--- config.mk ---
export PLATFORM = sky130hd
export DESIGN_NAME = tdm_sense_tx
export DESIGN_NICKNAME = d
export VERILOG_FILES = /design/src/rtl/tdm_sense_pkg.sv /design/src/rtl/tdm_bit_timer.sv /design/src/rtl/tdm_word_latch.sv /design/src/rtl/tdm_field_map.sv /design/src/rtl/tdm_out_stage.sv /design/src/rtl/tdm_sense_tx.sv
export SDC_FILE = /design/constraint.sdc
export NUM_CORES = 1
export LEC_CHECK = 0
export BUFFER_PORTS_ARGS = -buffer_cell sky130_fd_sc_hd__buf_2
export CAP_MARGIN = 20
export CORE_ASPECT_RATIO = 0.9
export CORE_MARGIN = 2
export CORE_UTILIZATION = 25
export DETAILED_ROUTE_END_ITERATION = 16
export PLACE_DENSITY = 0.42
export SLEW_MARGIN = 15
export SYNTH_ARGS = -nofsm -noshare
export SYNTH_HDL_FRONTEND = slang
export SYNTH_SLANG_ARGS = --single-unit
export TNS_END_PERCENT = 30
--- constraint.sdc ---
create_clock -name clk -period 5.7 [get_ports clk]
set_clock_uncertainty 0.05 [all_clocks]
set_input_delay 0.57 -clock clk [delete_from_list [all_inputs] [get_ports clk]]
set_output_delay 0.57 -clock clk [all_outputs]
set_load 0.1 [all_outputs]
--- src/rtl/tdm_sense_pkg.sv ---
package tdm_sense_pkg;

  localparam int NSTREAM = 5;

  // Stream index doubles as priority rank: lower index wins on overlap.
  localparam int S_CUR  = 0;
  localparam int S_VOLT = 1;
  localparam int S_SUP  = 2;
  localparam int S_TEMP = 3;
  localparam int S_GAIN = 4;

  typedef enum logic [1:0] {
    IVL_FULL = 2'b00,
    IVL_PACK = 2'b01,
    IVL_HALF = 2'b10,
    IVL_RSVD = 2'b11
  } iv_len_e;

endpackage

--- src/rtl/tdm_bit_timer.sv ---
module tdm_bit_timer #(
  parameter int CNT_W = 10
) (
  input  logic             clk,
  input  logic             rst,
  input  logic             bclk,
  input  logic             fsync,
  input  logic             launch_fall,
  output logic             launch,
  output logic             frame_start,
  output logic             frame_live,
  output logic [CNT_W-1:0] bit_idx
);

  localparam logic [CNT_W-1:0] CNT_MAX = {CNT_W{1'b1}};

  logic bclk_q;
  logic fs_cap;
  logic rise, fall, capture;

  assign rise    = bclk & ~bclk_q;
  assign fall    = ~bclk & bclk_q;
  assign launch  = launch_fall ? fall : rise;
  assign capture = launch_fall ? rise : fall;

  assign frame_start = capture & fsync & ~fs_cap;

  always_ff @(posedge clk) begin
    if (rst) begin
      bclk_q     <= 1'b0;
      fs_cap     <= 1'b0;
      frame_live <= 1'b0;
      bit_idx    <= '0;
    end else begin
      bclk_q <= bclk;
      if (capture) fs_cap <= fsync;
      if (frame_start) begin
        frame_live <= 1'b1;
        bit_idx    <= '0;
      end else if (launch && frame_live && bit_idx != CNT_MAX) begin
        bit_idx <= bit_idx + 1'b1;
      end
    end
  end

  // a frame start always rewinds the position to the first bit
  p_rewind_r9: assert property (@(posedge clk) disable iff (rst)
    frame_start |=> (bit_idx == '0) && frame_live);

endmodule

--- src/rtl/tdm_word_latch.sv ---
module tdm_word_latch #(
  parameter int NW = 5,
  parameter int FW = 16
) (
  input  logic                 clk,
  input  logic                 rst,
  input  logic                 load,
  input  logic [NW-1:0][FW-1:0] word_in,
  output logic [NW-1:0][FW-1:0] word_q
);

  always_ff @(posedge clk) begin
    if (rst)       word_q <= '0;
    else if (load) word_q <= word_in;
  end

  // captured words hold for the whole frame
  p_hold_frame_r11: assert property (@(posedge clk) disable iff (rst)
    !$past(load) |-> $stable(word_q));

endmodule

--- src/rtl/tdm_field_map.sv ---
module tdm_field_map
  import tdm_sense_pkg::*;
#(
  parameter int SLOT_ID_W = 6,
  parameter int OFFSET_W  = 3,
  parameter int SLOT_BITS = 8,
  parameter int FW        = 16,
  parameter int CNT_W     = 10
) (
  input  logic [CNT_W-1:0]                    bit_idx,
  input  logic [OFFSET_W-1:0]                 slot_offset,
  input  logic [1:0]                          iv_len,
  input  logic                                sup_wide,
  input  logic [NSTREAM-1:0]                  en_v,
  input  logic [NSTREAM-1:0][SLOT_ID_W-1:0]   slot_v,
  input  logic [NSTREAM-1:0][FW-1:0]          word_v,
  output logic                                hit,
  output logic                                bit_val
);

  localparam int LEN_W    = $clog2(FW + 1);
  localparam int PK_LEN   = (3 * FW) / 4;
  localparam int HALF_LEN = FW / 2;

  logic [CNT_W-1:0]                 rel;
  logic                             rel_ok;
  logic [NSTREAM-1:0][CNT_W-1:0]    base_v;
  logic [NSTREAM-1:0][CNT_W-1:0]    start_v;
  logic [NSTREAM-1:0][LEN_W-1:0]    len_v;
  logic [NSTREAM-1:0]               hit_v;
  logic [NSTREAM-1:0]               val_v;
  logic [LEN_W-1:0]                 iv_bits;
  logic                             cur_after_volt;
  logic                             volt_after_cur;
  logic                             pack_pair;

  assign rel_ok = bit_idx >= CNT_W'(slot_offset);
  assign rel    = bit_idx - CNT_W'(slot_offset);

  always_comb begin
    unique case (iv_len_e'(iv_len))
      IVL_PACK: iv_bits = LEN_W'(PK_LEN);
      IVL_HALF: iv_bits = LEN_W'(HALF_LEN);
      IVL_FULL: iv_bits = LEN_W'(FW);
      IVL_RSVD: iv_bits = LEN_W'(FW);
      default:  iv_bits = LEN_W'(FW);
    endcase
  end

  always_comb begin
    len_v         = '0;
    len_v[S_CUR]  = iv_bits;
    len_v[S_VOLT] = iv_bits;
    len_v[S_SUP]  = sup_wide ? LEN_W'(FW) : LEN_W'(SLOT_BITS);
    len_v[S_TEMP] = LEN_W'(SLOT_BITS);
    len_v[S_GAIN] = LEN_W'(SLOT_BITS);
  end

  genvar s;
  generate
    for (s = 0; s < NSTREAM; s++) begin : g_base
      assign base_v[s] = CNT_W'(slot_v[s]) * CNT_W'(SLOT_BITS);
    end
  endgenerate

  assign cur_after_volt = CNT_W'(slot_v[S_CUR])  == CNT_W'(slot_v[S_VOLT]) + CNT_W'(1);
  assign volt_after_cur = CNT_W'(slot_v[S_VOLT]) == CNT_W'(slot_v[S_CUR])  + CNT_W'(1);
  assign pack_pair      = (iv_len_e'(iv_len) == IVL_PACK) && en_v[S_CUR] && en_v[S_VOLT];

  // In packed mode the second stream of an adjacent pair slides up by one
  // packed field so the two fields share the middle slot.
  always_comb begin
    start_v = base_v;
    if (pack_pair && cur_after_volt)
      start_v[S_CUR] = base_v[S_VOLT] + CNT_W'(PK_LEN);
    if (pack_pair && volt_after_cur)
      start_v[S_VOLT] = base_v[S_CUR] + CNT_W'(PK_LEN);
  end

  generate
    for (s = 0; s < NSTREAM; s++) begin : g_field
      logic [CNT_W-1:0] pos;
      logic [CNT_W-1:0] stop;
      logic [FW-1:0]    shifted;
      assign pos      = rel - start_v[s];
      assign stop     = start_v[s] + CNT_W'(len_v[s]);
      assign shifted  = word_v[s] << pos;
      assign hit_v[s] = en_v[s] && rel_ok && (rel >= start_v[s]) && (rel < stop);
      assign val_v[s] = shifted[FW-1];
    end
  endgenerate

  always_comb begin
    hit     = 1'b0;
    bit_val = 1'b0;
    for (int k = NSTREAM - 1; k >= 0; k--) begin
      if (hit_v[k]) begin
        hit     = 1'b1;
        bit_val = val_v[k];
      end
    end
  end

endmodule

--- src/rtl/tdm_out_stage.sv ---
module tdm_out_stage (
  input  logic clk,
  input  logic rst,
  input  logic launch,
  input  logic frame_live,
  input  logic hit,
  input  logic bit_val,
  input  logic fill_hiz,
  output logic sd_out,
  output logic sd_oe
);

  always_ff @(posedge clk) begin
    if (rst) begin
      sd_out <= 1'b0;
      sd_oe  <= 1'b0;
    end else if (launch) begin
      if (!frame_live) begin
        sd_out <= 1'b0;
        sd_oe  <= 1'b0;
      end else if (hit) begin
        sd_out <= bit_val;
        sd_oe  <= 1'b1;
      end else begin
        sd_out <= 1'b0;
        sd_oe  <= ~fill_hiz;
      end
    end
  end

  // line changes only in the cycle after a launch edge
  p_hold_edge_r2: assert property (@(posedge clk) disable iff (rst)
    !$past(launch) |-> ($stable(sd_out) && $stable(sd_oe)));

  // low fill keeps the line driven for every launched bit
  p_fill_drive_r8: assert property (@(posedge clk) disable iff (rst)
    ($past(launch) && $past(frame_live) && !$past(fill_hiz)) |-> sd_oe);

  // released line carries no data
  p_quiet_data_r8: assert property (@(posedge clk) disable iff (rst)
    !sd_oe |-> !sd_out);

  // nothing is driven before the first frame
  p_idle_r12: assert property (@(posedge clk) disable iff (rst)
    !frame_live |-> !sd_oe);

endmodule

--- src/rtl/tdm_sense_tx.sv ---
module tdm_sense_tx
  import tdm_sense_pkg::*;
#(
  parameter int SLOT_ID_W = 6,
  parameter int OFFSET_W  = 3,
  parameter int SLOT_BITS = 8,
  parameter int IV_W      = 16,
  parameter int SUP_W     = 10,
  parameter int SM_W      = 8
) (
  input  logic                 clk,
  input  logic                 rst,
  input  logic                 bclk,
  input  logic                 fsync,
  input  logic                 launch_fall,
  input  logic [OFFSET_W-1:0]  slot_offset,
  input  logic                 fill_hiz,
  input  logic [1:0]           iv_len,
  input  logic                 sup_wide,
  input  logic                 cur_en,
  input  logic [SLOT_ID_W-1:0] cur_slot,
  input  logic [IV_W-1:0]      cur_word,
  input  logic                 volt_en,
  input  logic [SLOT_ID_W-1:0] volt_slot,
  input  logic [IV_W-1:0]      volt_word,
  input  logic                 sup_en,
  input  logic [SLOT_ID_W-1:0] sup_slot,
  input  logic [SUP_W-1:0]     sup_word,
  input  logic                 temp_en,
  input  logic [SLOT_ID_W-1:0] temp_slot,
  input  logic [SM_W-1:0]      temp_word,
  input  logic                 gain_en,
  input  logic [SLOT_ID_W-1:0] gain_slot,
  input  logic [SM_W-1:0]      gain_word,
  output logic                 sd_out,
  output logic                 sd_oe
);

  localparam int FW    = IV_W;
  localparam int CNT_W = $clog2((1 << OFFSET_W) + (1 << SLOT_ID_W) * SLOT_BITS + 2 * FW + 1);

  logic                              launch;
  logic                              frame_start;
  logic                              frame_live;
  logic [CNT_W-1:0]                  bit_idx;
  logic [NSTREAM-1:0]                en_v;
  logic [NSTREAM-1:0][SLOT_ID_W-1:0] slot_v;
  logic [NSTREAM-1:0][FW-1:0]        word_in;
  logic [NSTREAM-1:0][FW-1:0]        word_q;
  logic                              hit;
  logic                              bit_val;

  always_comb begin
    en_v           = '0;
    slot_v         = '0;
    word_in        = '0;
    en_v[S_CUR]    = cur_en;
    en_v[S_VOLT]   = volt_en;
    en_v[S_SUP]    = sup_en;
    en_v[S_TEMP]   = temp_en;
    en_v[S_GAIN]   = gain_en;
    slot_v[S_CUR]  = cur_slot;
    slot_v[S_VOLT] = volt_slot;
    slot_v[S_SUP]  = sup_slot;
    slot_v[S_TEMP] = temp_slot;
    slot_v[S_GAIN] = gain_slot;
    // every word left-justified in a common field width
    word_in[S_CUR]  = cur_word;
    word_in[S_VOLT] = volt_word;
    word_in[S_SUP]  = {sup_word,  {(FW - SUP_W){1'b0}}};
    word_in[S_TEMP] = {temp_word, {(FW - SM_W){1'b0}}};
    word_in[S_GAIN] = {gain_word, {(FW - SM_W){1'b0}}};
  end

  tdm_bit_timer #(.CNT_W(CNT_W)) u_timer (
    .clk         (clk),
    .rst         (rst),
    .bclk        (bclk),
    .fsync       (fsync),
    .launch_fall (launch_fall),
    .launch      (launch),
    .frame_start (frame_start),
    .frame_live  (frame_live),
    .bit_idx     (bit_idx)
  );

  tdm_word_latch #(.NW(NSTREAM), .FW(FW)) u_latch (
    .clk     (clk),
    .rst     (rst),
    .load    (frame_start),
    .word_in (word_in),
    .word_q  (word_q)
  );

  tdm_field_map #(
    .SLOT_ID_W (SLOT_ID_W),
    .OFFSET_W  (OFFSET_W),
    .SLOT_BITS (SLOT_BITS),
    .FW        (FW),
    .CNT_W     (CNT_W)
  ) u_map (
    .bit_idx     (bit_idx),
    .slot_offset (slot_offset),
    .iv_len      (iv_len),
    .sup_wide    (sup_wide),
    .en_v        (en_v),
    .slot_v      (slot_v),
    .word_v      (word_q),
    .hit         (hit),
    .bit_val     (bit_val)
  );

  tdm_out_stage u_out (
    .clk        (clk),
    .rst        (rst),
    .launch     (launch),
    .frame_live (frame_live),
    .hit        (hit),
    .bit_val    (bit_val),
    .fill_hiz   (fill_hiz),
    .sd_out     (sd_out),
    .sd_oe      (sd_oe)
  );

endmodule

# Yosys cells after proc, flatten, opt, wreduce, memory -nomap -nowiden
# Cells that the tools add are included.
# totals
register_bits	73
output_inout_bits	2
# op_classes
n_addsub	16
magnitude_cmp	11
eq_ne	6
shifts	5
muxes	20
n_bitwise	8
n_reduce_logical	24
# ops
op	count
$shl A16 B10 Y16	5
$lt A10 B10 Y1	5
$add A9 B4 Y10 const B	4
$ge A10 B9 Y1	3
$sub A10 B9 Y10	3
$logic_and A1 B1 Y1	21
$add A10 B5 Y10	2
$eq A6 B10 Y1	2
$ge A10 B10 Y1	2
$mux W10	2
$sub A10 B10 Y10	2
$mux W1	16
$pmux W5 S3	1
$add A6 B1 Y7 const B	2
$add A10 B1 Y10 const B	1
$add A9 B5 Y10	1
$ge A10 B3 Y1	1
$ne A10 B10 Y1 const B	1
$sub A10 B3 Y10	1
$mux W5	1
$and A1 B1 Y1	4
$eq A2 B2 Y1 const B	2
$not A1 Y1	4
$reduce_or A2 Y1	2
2 further kinds	2

# Longest topological paths before layout
# Gate-level depths: netlist of the first run.
# logic_depth
word_depth	12
ltp_mapped	21
depth_no_buf	20

# By module
# Synthesis of the first run repeated with hierarchy kept, for this count alone.
# unflattened
hier_cells	865
area_unflattened_um2	7866.3
# modules_own_cells
module	instances	cells_each	area_each_um2
tdm_field_map	1	520	4227.8
tdm_word_latch	1	258	2869.0
tdm_bit_timer	1	77	681.9
tdm_out_stage	1	9	83.8
tdm_sense_tx	1	1	3.8

# Worst setup path before layout of the first run
# OpenSTA, ideal clock, no wires.
# synth_timing
path_kind	input -> register
start	input slot_offset[2]
end	register u_out.sd_out
setup_time_ps	86
arrival_time_ps	4211
required_ps	5564
slack_ps	1353
stages	17
path_cell_list	inv_1 > ha_1 > clkbuf_1 > nand3b_1 > nand2_1 > xor2_1 > ha_1 > inv_1 > fa_1 > a21o_1 > a21oi_1 > o21bai_1 > a21oi_1 > xnor2_1 > or4_1 > a311o_1 > a221oi_2
# synth_between
elab_chain_len	11
word_cells_on_any_way	49
# synth_rtl
element	line_no	text
start, declared	tdm_sense_tx.sv:16	input logic [OFFSET_W-1:0] slot_offset,
parallel branches: the longest is 9 deep, another holds $sub A10 B3 Y10	--	
$mux W1 (*)	tdm_out_stage.sv:21	end else if (hit) begin
$mux W1 (*)	tdm_out_stage.sv:18	if (!frame_live) begin
end signal, assigned	tdm_out_stage.sv:22	sd_out <= bit_val;
end, declared	tdm_out_stage.sv:9	output logic sd_out,
# Every way passes the cells marked *.
# A chain may end at the register's enable or synchronous reset.

# Worst setup path in the final report of the first run
# layout_timing
start	register u_timer.bit_idx[2]
end	register u_out.sd_out
# layout_between
elab_chain_len	11
word_cells_on_any_way	49
# layout_rtl
element	line_no	text
start, declared	tdm_bit_timer.sv:12	output logic [CNT_W-1:0] bit_idx
start signal, assigned	tdm_bit_timer.sv:41	bit_idx <= bit_idx + 1'b1;
parallel branches: the longest is 9 deep, another holds $sub A10 B3 Y10	--	
$mux W1 (*)	tdm_out_stage.sv:21	
$mux W1 (*)	tdm_out_stage.sv:18	
# Marked as above.

==> flow_summary_export.csv, run 1 <==
group,metric,value,unit
status,status,"finished clean",
synthesis,async_reset_ff_share,0,%
place,port_buffers,106,
timing,clock.fmax,209.1,MHz
setup_path,critPathTopFamily,"compound AO/OA/AOI/OAI gates",
finish,final_util,29.88,%
global_route,grt_max_degree,65,
finish,ff_latch_area,1461,sq um
setup_path,cp_slowest_cell,"xor2_1",
synthesis,synth_top_area_cell,"dfxtp_1",
clocking,cts_resized,0,
global_route,grt_first_pass_wirelength,33.32,mm
clocking,cts_buffers,9,
synthesis,yosys_warnings,0,
setup_path,critPathMaxStageDelay,0.73,ns
setup_path,path_cells,"ha_1 -> a21oi_1 -> nand2_1 -> xor2_1 -> ha_1 -> inv_1 -> fa_1 -> xor2_1 -> a2111oi_0 -> o2111ai_1 -> nor4_1 -> nand4b_1 -> a311o_1 -> a221oi_2",
timing,setup_viol,0,
synthesis,synth-edff-count,0,
clocking,hold_buffers,0,
route,vias_per_cell,4.806,
route,wl,21.07,mm
pwr,leakage,3.285,nW
setup_path,r2r-start,"u_timer.bit_idx[2]$_SDFFE_PP0P_",
synthesis,ys_ff_latch,73,
min_path,hold_class,"reg2reg",
pwr,power_density,189.9,nW/um^2
synthesis,yosysTopAreaCellShare,21.35,%
setup_path,endpoint_kind,"flop",
clocking,tritoncts,"yes",
floorplanning,die_x,178.4,um
finish,fin_nets,1150,
synthesis,syn_area,6847,sq um
global_route,grt_pass1_vias,6242,
clocking,cts_sinks,73,
floorplanning,rows,57,
floorplanning,io_pins,107,
timing,fin_crit,4.781,ns
clocking,clock_path_buffers,2,
route,drtIter0Drc,356,
place,dpl.cell_count,1297,
setup_path,crit_fanout,10,
finish,layout-drive-gt1-share,17.54,%
floorplanning,core_area,26960,sq um
synthesis,avgSynthCellArea,7.961,sq um
route,wl_per_cell,16.06,um
setup_path,timing.critical_path.buf_inv,1,
place,dp_hpwl,16.41,mm
synthesis,synth-seq-area-share,21.35,%
timing,rsz0062_at_grt,"no",
job,drv_cap,0,
finish,post_layout_nonfiller_instances,1312,
setup_path,path_class,"reg2reg",
clocking,ctsHtreeMaxLevel,3,
synthesis,ys_dominant_reg_cell,"dfxtp_1",
setup_path,worstPathArrival,4.98,ns
finish,nFillCells,2955,
timing,hold_viol_final,0,
synthesis,syn_inst,860,
floorplanning,dieArea,28730,sq um
synthesis,synth_cell_types,69,
global_route,grt_usage,14.83,%
route,ant_nets,0,
timing,min_period_over_period,83.88,%
pwr,power,1.530,mW
clocking,clk_latency,0.34,ns
finish,antenna_cells,0,
timing,timing.setup.tns,0,ns
place,gp_congestion,0.8086,
setup_path,critical_path_required,5.90,ns
global_route,antenna_found_initial,0,
timing,tightest_slew,0.8925,ns
global_route,overflow,0,
setup_path,cp-start-kind,"flop",
finish,area_growth,17.65,%
clocking,clk_pin_slew_worst_paths,0.06,ns
finish,multi_input_area,5026,sq um
route,via_count,6306,
setup_path,cp-startpoint,"u_timer.bit_idx[2]$_SDFFE_PP0P_",
clocking,root_buffer,"clkbuf_16",
synthesis,synthTopCellsByArea,"dfxtp_1 21%, ha_1 15%, nand2_1 8.2%",
route,drc,0,
timing,relSlewSlack,40.43,%
floorplanning,start_util,25.40,%
pwr,peakVddDrop,0.1349,mV
clocking,cts_setup_buffers,0,
floorplanning,die_h,161.0,um
timing,drv_slew,0,
min_path,worstHoldStart,"u_latch.word_q[78]$_SDFFE_PP0P_",
route,firstDrtPassIters,4,
-- worst register-to-register path: stages (launching register included) --
cell       delay, ns
dfxtp_1         0.44
ha_1            0.39
a21oi_1         0.24
nand2_1         0.20
xor2_1          0.74
ha_1            0.31
inv_1           0.06
fa_1            0.40
xor2_1          0.17
a2111oi_0       0.45
o2111ai_1       0.18
nor4_1          0.32
nand4b_1        0.17
a311o_1         0.36
a221oi_2        0.21
-- final cells by class --
type | count | area share [%]
Clock buffer | 11 | 3.138
Clock inverter | 4 | 0.3573
Inverter | 58 | 2.765
Multi-Input combinational cell | 694 | 62.40
Sequential cell | 73 | 18.14
Tap cell | 354 | 5.499
Timing Repair Buffer | 118 | 7.704
-- layout by cell type (no fill, tap or decap), drive strengths merged, types with 10 or more instances in the layout --
cell type / n
ha: 84
xor2: 15
xnor2: 51
nor2b: 17
buf: 118
nand2: 149
nor3: 18
o21a: 10
nor2: 41
nand3: 28
a21oi: 93
inv: 58
clkbuf: 11
dfxtp: 73
mux4: 16
o21ai: 20
-- cell families (layout without fill, tap and decap cells) --
| kind of cell | Yosys count | after routing | share of synthesized area (%) |
|---|---|---|---|
| XOR/XNOR | 69 | 69 | 9.430 |
| AND/OR/NAND/NOR | 314 | 314 | 21.84 |
| AO/OA/AOI/OAI | 193 | 193 | 17.96 |
| other | 1 | 2 | 0.05477 |
| buffers and inverters | 94 | 191 | 5.373 |
| flip-flops | 73 | 73 | 21.35 |
| adder cells (fa/ha/maj) | 91 | 91 | 17.40 |
| multiplexers | 25 | 25 | 6.597 |
-- through the flow --
step                      setup WS (ns)  area (sq um)  hold slack (ns)
after global placement           0.6389          7766           0.3900
final                            0.9186          8055           0.4020
after global routing             0.5453          8055           0.4144
after floorplan                   1.353          6850           0.3823
after CTS                        0.9119          8055           0.4052
after detailed placement         0.6208          7774           0.3971
-- metal layers --
| metal | wire length [um] | GRT usage (%) | share of wire (%) | vias up |
|---|---|---|---|---|
| met3 | 1028 | 2.189 | 4.9 | 23 |
| met4 | 370 | 4.324 | 1.8 | 0 |
| li1 | - | - | - | 3231 |
| met2 | 8925 | 22.38 | 42 | 146 |
| met1 | 10750 | 21.75 | 51 | 2906 |
| met5 | 0 | 0 | 0 | - |
-- power breakdown --
group | internal (mW) | switching, mW | total, mW
clock network | 0.316 | 0.218 | 0.534
registers | 0.527 | 0.00798 | 0.535
logic | 0.199 | 0.262 | 0.461
-- synth_stat cells, types with 16 or more instances --
cell,count
a21oi_1,93
clkbuf_1,30
dfxtp_1,73
ha_1,84
inv_1,57
mux4_2,16
nand2_1,149
nand3_1,28
nor2_1,41
nor2b_1,17
nor3_1,18
o21ai_0,20
xnor2_1,51
-- registers in the layout, indices dropped and copies added (netlist names) --
name	cells
u_timer.fs_cap	1
u_out.sd_oe	1
u_out.sd_out	1
u_timer.frame_live	1
u_latch.word_q	58
u_timer.bit_idx	10
u_timer.bclk_q	1
-- final timing paths --
kind,cells after the start,endpoint,slack (ns)
max,14,u_out.sd_out$_SDFFE_PP0N_,0.92
min,2,u_latch.word_q[78]$_SDFFE_PP0P_,0.40
max reg2reg,14,u_out.sd_out$_SDFFE_PP0N_,0.92
min reg2reg,2,u_latch.word_q[78]$_SDFFE_PP0P_,0.40
(Power assumes the default switching activity.)
==> run 2: changes to the inputs <==
==> constraint.sdc (replaced) <==
create_clock -name clk -period 4.4 [get_ports clk]
set_clock_uncertainty 0.05 [all_clocks]
set_input_delay 0.44 -clock clk [delete_from_list [all_inputs] [get_ports clk]]
set_output_delay 0.44 -clock clk [all_outputs]
set_load 0.1 [all_outputs]
==> run 2 against run 1 <==
Die area unchanged. Flip-flop and latch count is the same. Critical path type unchanged. Combinational power grew 36%. Highest routed layer unchanged. Non-clock buffer count grew 43.
==> flow_summary_export.csv, run 2 (same netlist as run 1, synthesis figures left out) <==
group,metric,value,unit
place,gp_congestion,0.8178,
route,via_count,6396,
finish,largest_registers,"u_latch.word_q: 58 flops, u_timer.bit_idx: 10 flops",
setup_path,endpoint_kind,"flop",
finish,final_util,31.31,%
clocking,cts_setup_buffers,0,
setup_path,path_class,"reg2reg",
route,wl,21.07,mm
floorplanning,io_pins,107,
setup_path,crit_fanout,8,
timing,setup_viol,0,
finish,regMostFlops,"u_latch.word_q",
clocking,cts_sinks,73,
setup_path,cp-start-kind,"flop",
timing,tightest_slew,0.9200,ns
setup_path,crit_path_end,"u_out.sd_out$_SDFFE_PP0N_",
timing,fin_crit,4.108,ns
finish,nFillCells,2951,
pwr,peakVddDrop,0.1876,mV
clocking,ctsHtreeMaxLevel,3,
floorplanning,rows,57,
floorplanning,die_x,178.4,um
timing,drv_slew,0,
floorplanning,dieArea,28730,sq um
route,firstDrtPassIters,5,
pwr,leakage,3.521,nW
route,drc,0,
floorplanning,die_h,161.0,um
place,port_buffers,106,
clocking,tritoncts,"yes",
setup_path,cp-startpoint,"u_timer.bit_idx[0]$_SDFFE_PP0P_",
global_route,grt_first_pass_wirelength,33.74,mm
clocking,clk_latency,0.33,ns
floorplanning,core_area,26960,sq um
pwr,power_density,243.3,nW/um^2
setup_path,worst-r2r-setup-slack,0.29,ns
pwr,power,2.053,mW
status,status,"finished clean",
route,drtIter0Drc,317,
route,ant_nets,0,
global_route,grt_pass1_vias,6367,
route,vias_per_cell,4.717,
setup_path,worstPathArrival,4.31,ns
clocking,root_buffer,"clkbuf_16",
finish,layout_commonest_cell,"nand2_1",
finish,antenna_cells,0,
setup_path,timing.rr.end,"u_out.sd_out$_SDFFE_PP0N_",
global_route,grt_usage,14.92,%
timing,min_period_over_period,93.37,%
setup_path,ff2ff_path_depth,17,
global_route,grt_max_degree,45,
place,dp_hpwl,16.78,mm
finish,layout-drive-gt1-share,21.36,%
route,wl_per_cell,15.54,um
timing,rsz0062_at_grt,"no",
finish,area_growth,23.26,%
floorplanning,start_util,25.40,%
min_path,hold_class,"in2reg",
global_route,antenna_found_initial,0,
job,drv_cap,0,
clocking,cts_buffers,9,
global_route,overflow,0,
finish,fin_nets,1193,
setup_path,critical_path_required,4.60,ns
clocking,clk_pin_slew_worst_paths,0.06,ns
timing,clock.fmax,243.4,MHz
finish,layout_common_cells,"149 x nand2_1, 106 x buf_2, 92 x a21oi_1",
clocking,clock_path_buffers,2,
timing,relSlewSlack,38.67,%
finish,largest_reg_flops,58,
setup_path,r2r-start,"u_timer.bit_idx[0]$_SDFFE_PP0P_",
timing,hold_viol_final,0,
run 2: changes by cell type in the layout (fill, tap and decap cells not counted), moves of 2 or more:
cell / change
a2111oi_1: +2
clkbuf_8: -2
inv_6: +2
a2111oi_0: -2
buf_12: +3
buf_4: +40
run 2: worst max-delay path, cell delays in order, from the launching register on:
cell and delay [ns]:
dfxtp_1 0.34, inv_1 0.06, ha_1 0.15, inv_1 0.05
fa_1 0.44, a211oi_2 0.23, xnor2_1 0.18, inv_2 0.15
buf_4 0.16, fa_1 0.43, a21o_1 0.17, a21oi_1 0.21
o21bai_1 0.09, a21oi_1 0.17, xnor2_1 0.07, or4_1 0.48
a311o_1 0.38, a221oi_2 0.20
run 2: cell type report:
class / instances / area (sq um) / area share, %
sequential: 73 / 1461 / 17.32
clock inverter: 6 / 65.06 / 0.7709
timing repair buffer: 161 / 980.9 / 11.62
clock buffer: 10 / 229.0 / 2.713
multi-input combinational: 694 / 5037 / 59.69
inverter: 58 / 222.7 / 2.639
tap: 354 / 442.9 / 5.248
run 2: timing repair:
action                                  in CTS  in global routing
endpoints found under the setup margin       0                  2
hold buffers                                 0                  0
resized for setup                            0                  6
run 2: routing by layer:
metal  GRT usage, %  wire length, um  vias to the layer above
li1               -                -                     3323
met1          22.18            11080                     2917
met2          22.59             8823                      142
met3          2.401              971                       14
met4          3.141              197                        0
met5              0                0                        -
run 2: stage by stage:
| step | cells | area [sq um] | TNS, ns | hold WS [ns] | setup slack, ns |
|---|---|---|---|---|---|
| 2_1_floorplan | 861 | 6850 | 0 | 0.3823 | 0.1826 |
| 3_3_place_gp | 1340 | 8134 | -0.2317 | 0.3890 | -0.1287 |
| 3_5_place_dp | 1340 | 8134 | -0.02250 | 0.3938 | -0.02250 |
| 4_1_cts | 1356 | 8428 | 0 | 0.2746 | 0.1253 |
| 5_1_grt | 1356 | 8439 | 0 | 0.2697 | 0.009352 |
| 6_report | 1356 | 8439 | 0 | 0.2876 | 0.2916 |
run 2: power breakdown:
| group | switching (mW) | internal (mW) |
|---|---|---|
| Sequential | 0.0104 | 0.683 |
| Combinational | 0.343 | 0.283 |
| Clock | 0.292 | 0.441 |
run 2: worst min-delay path by stage:
stage	startpoint	to	slack (ns)	cells after the start
floorplan	u_timer.frame_live$_SDFFE_PP0P_	u_timer.frame_live$_SDFFE_PP0P_	0.38	2
finish	sup_word[6]	u_latch.word_q[44]$_SDFFE_PP0P_	0.29	3
global placement	u_out.sd_oe$_SDFFE_PP0N_	u_out.sd_oe$_SDFFE_PP0N_	0.39	2
global route	cur_word[0]	u_latch.word_q[0]$_SDFFE_PP0P_	0.27	3
CTS	sup_word[6]	u_latch.word_q[44]$_SDFFE_PP0P_	0.27	3
detailed placement	u_out.sd_oe$_SDFFE_PP0N_	u_out.sd_oe$_SDFFE_PP0N_	0.39	2
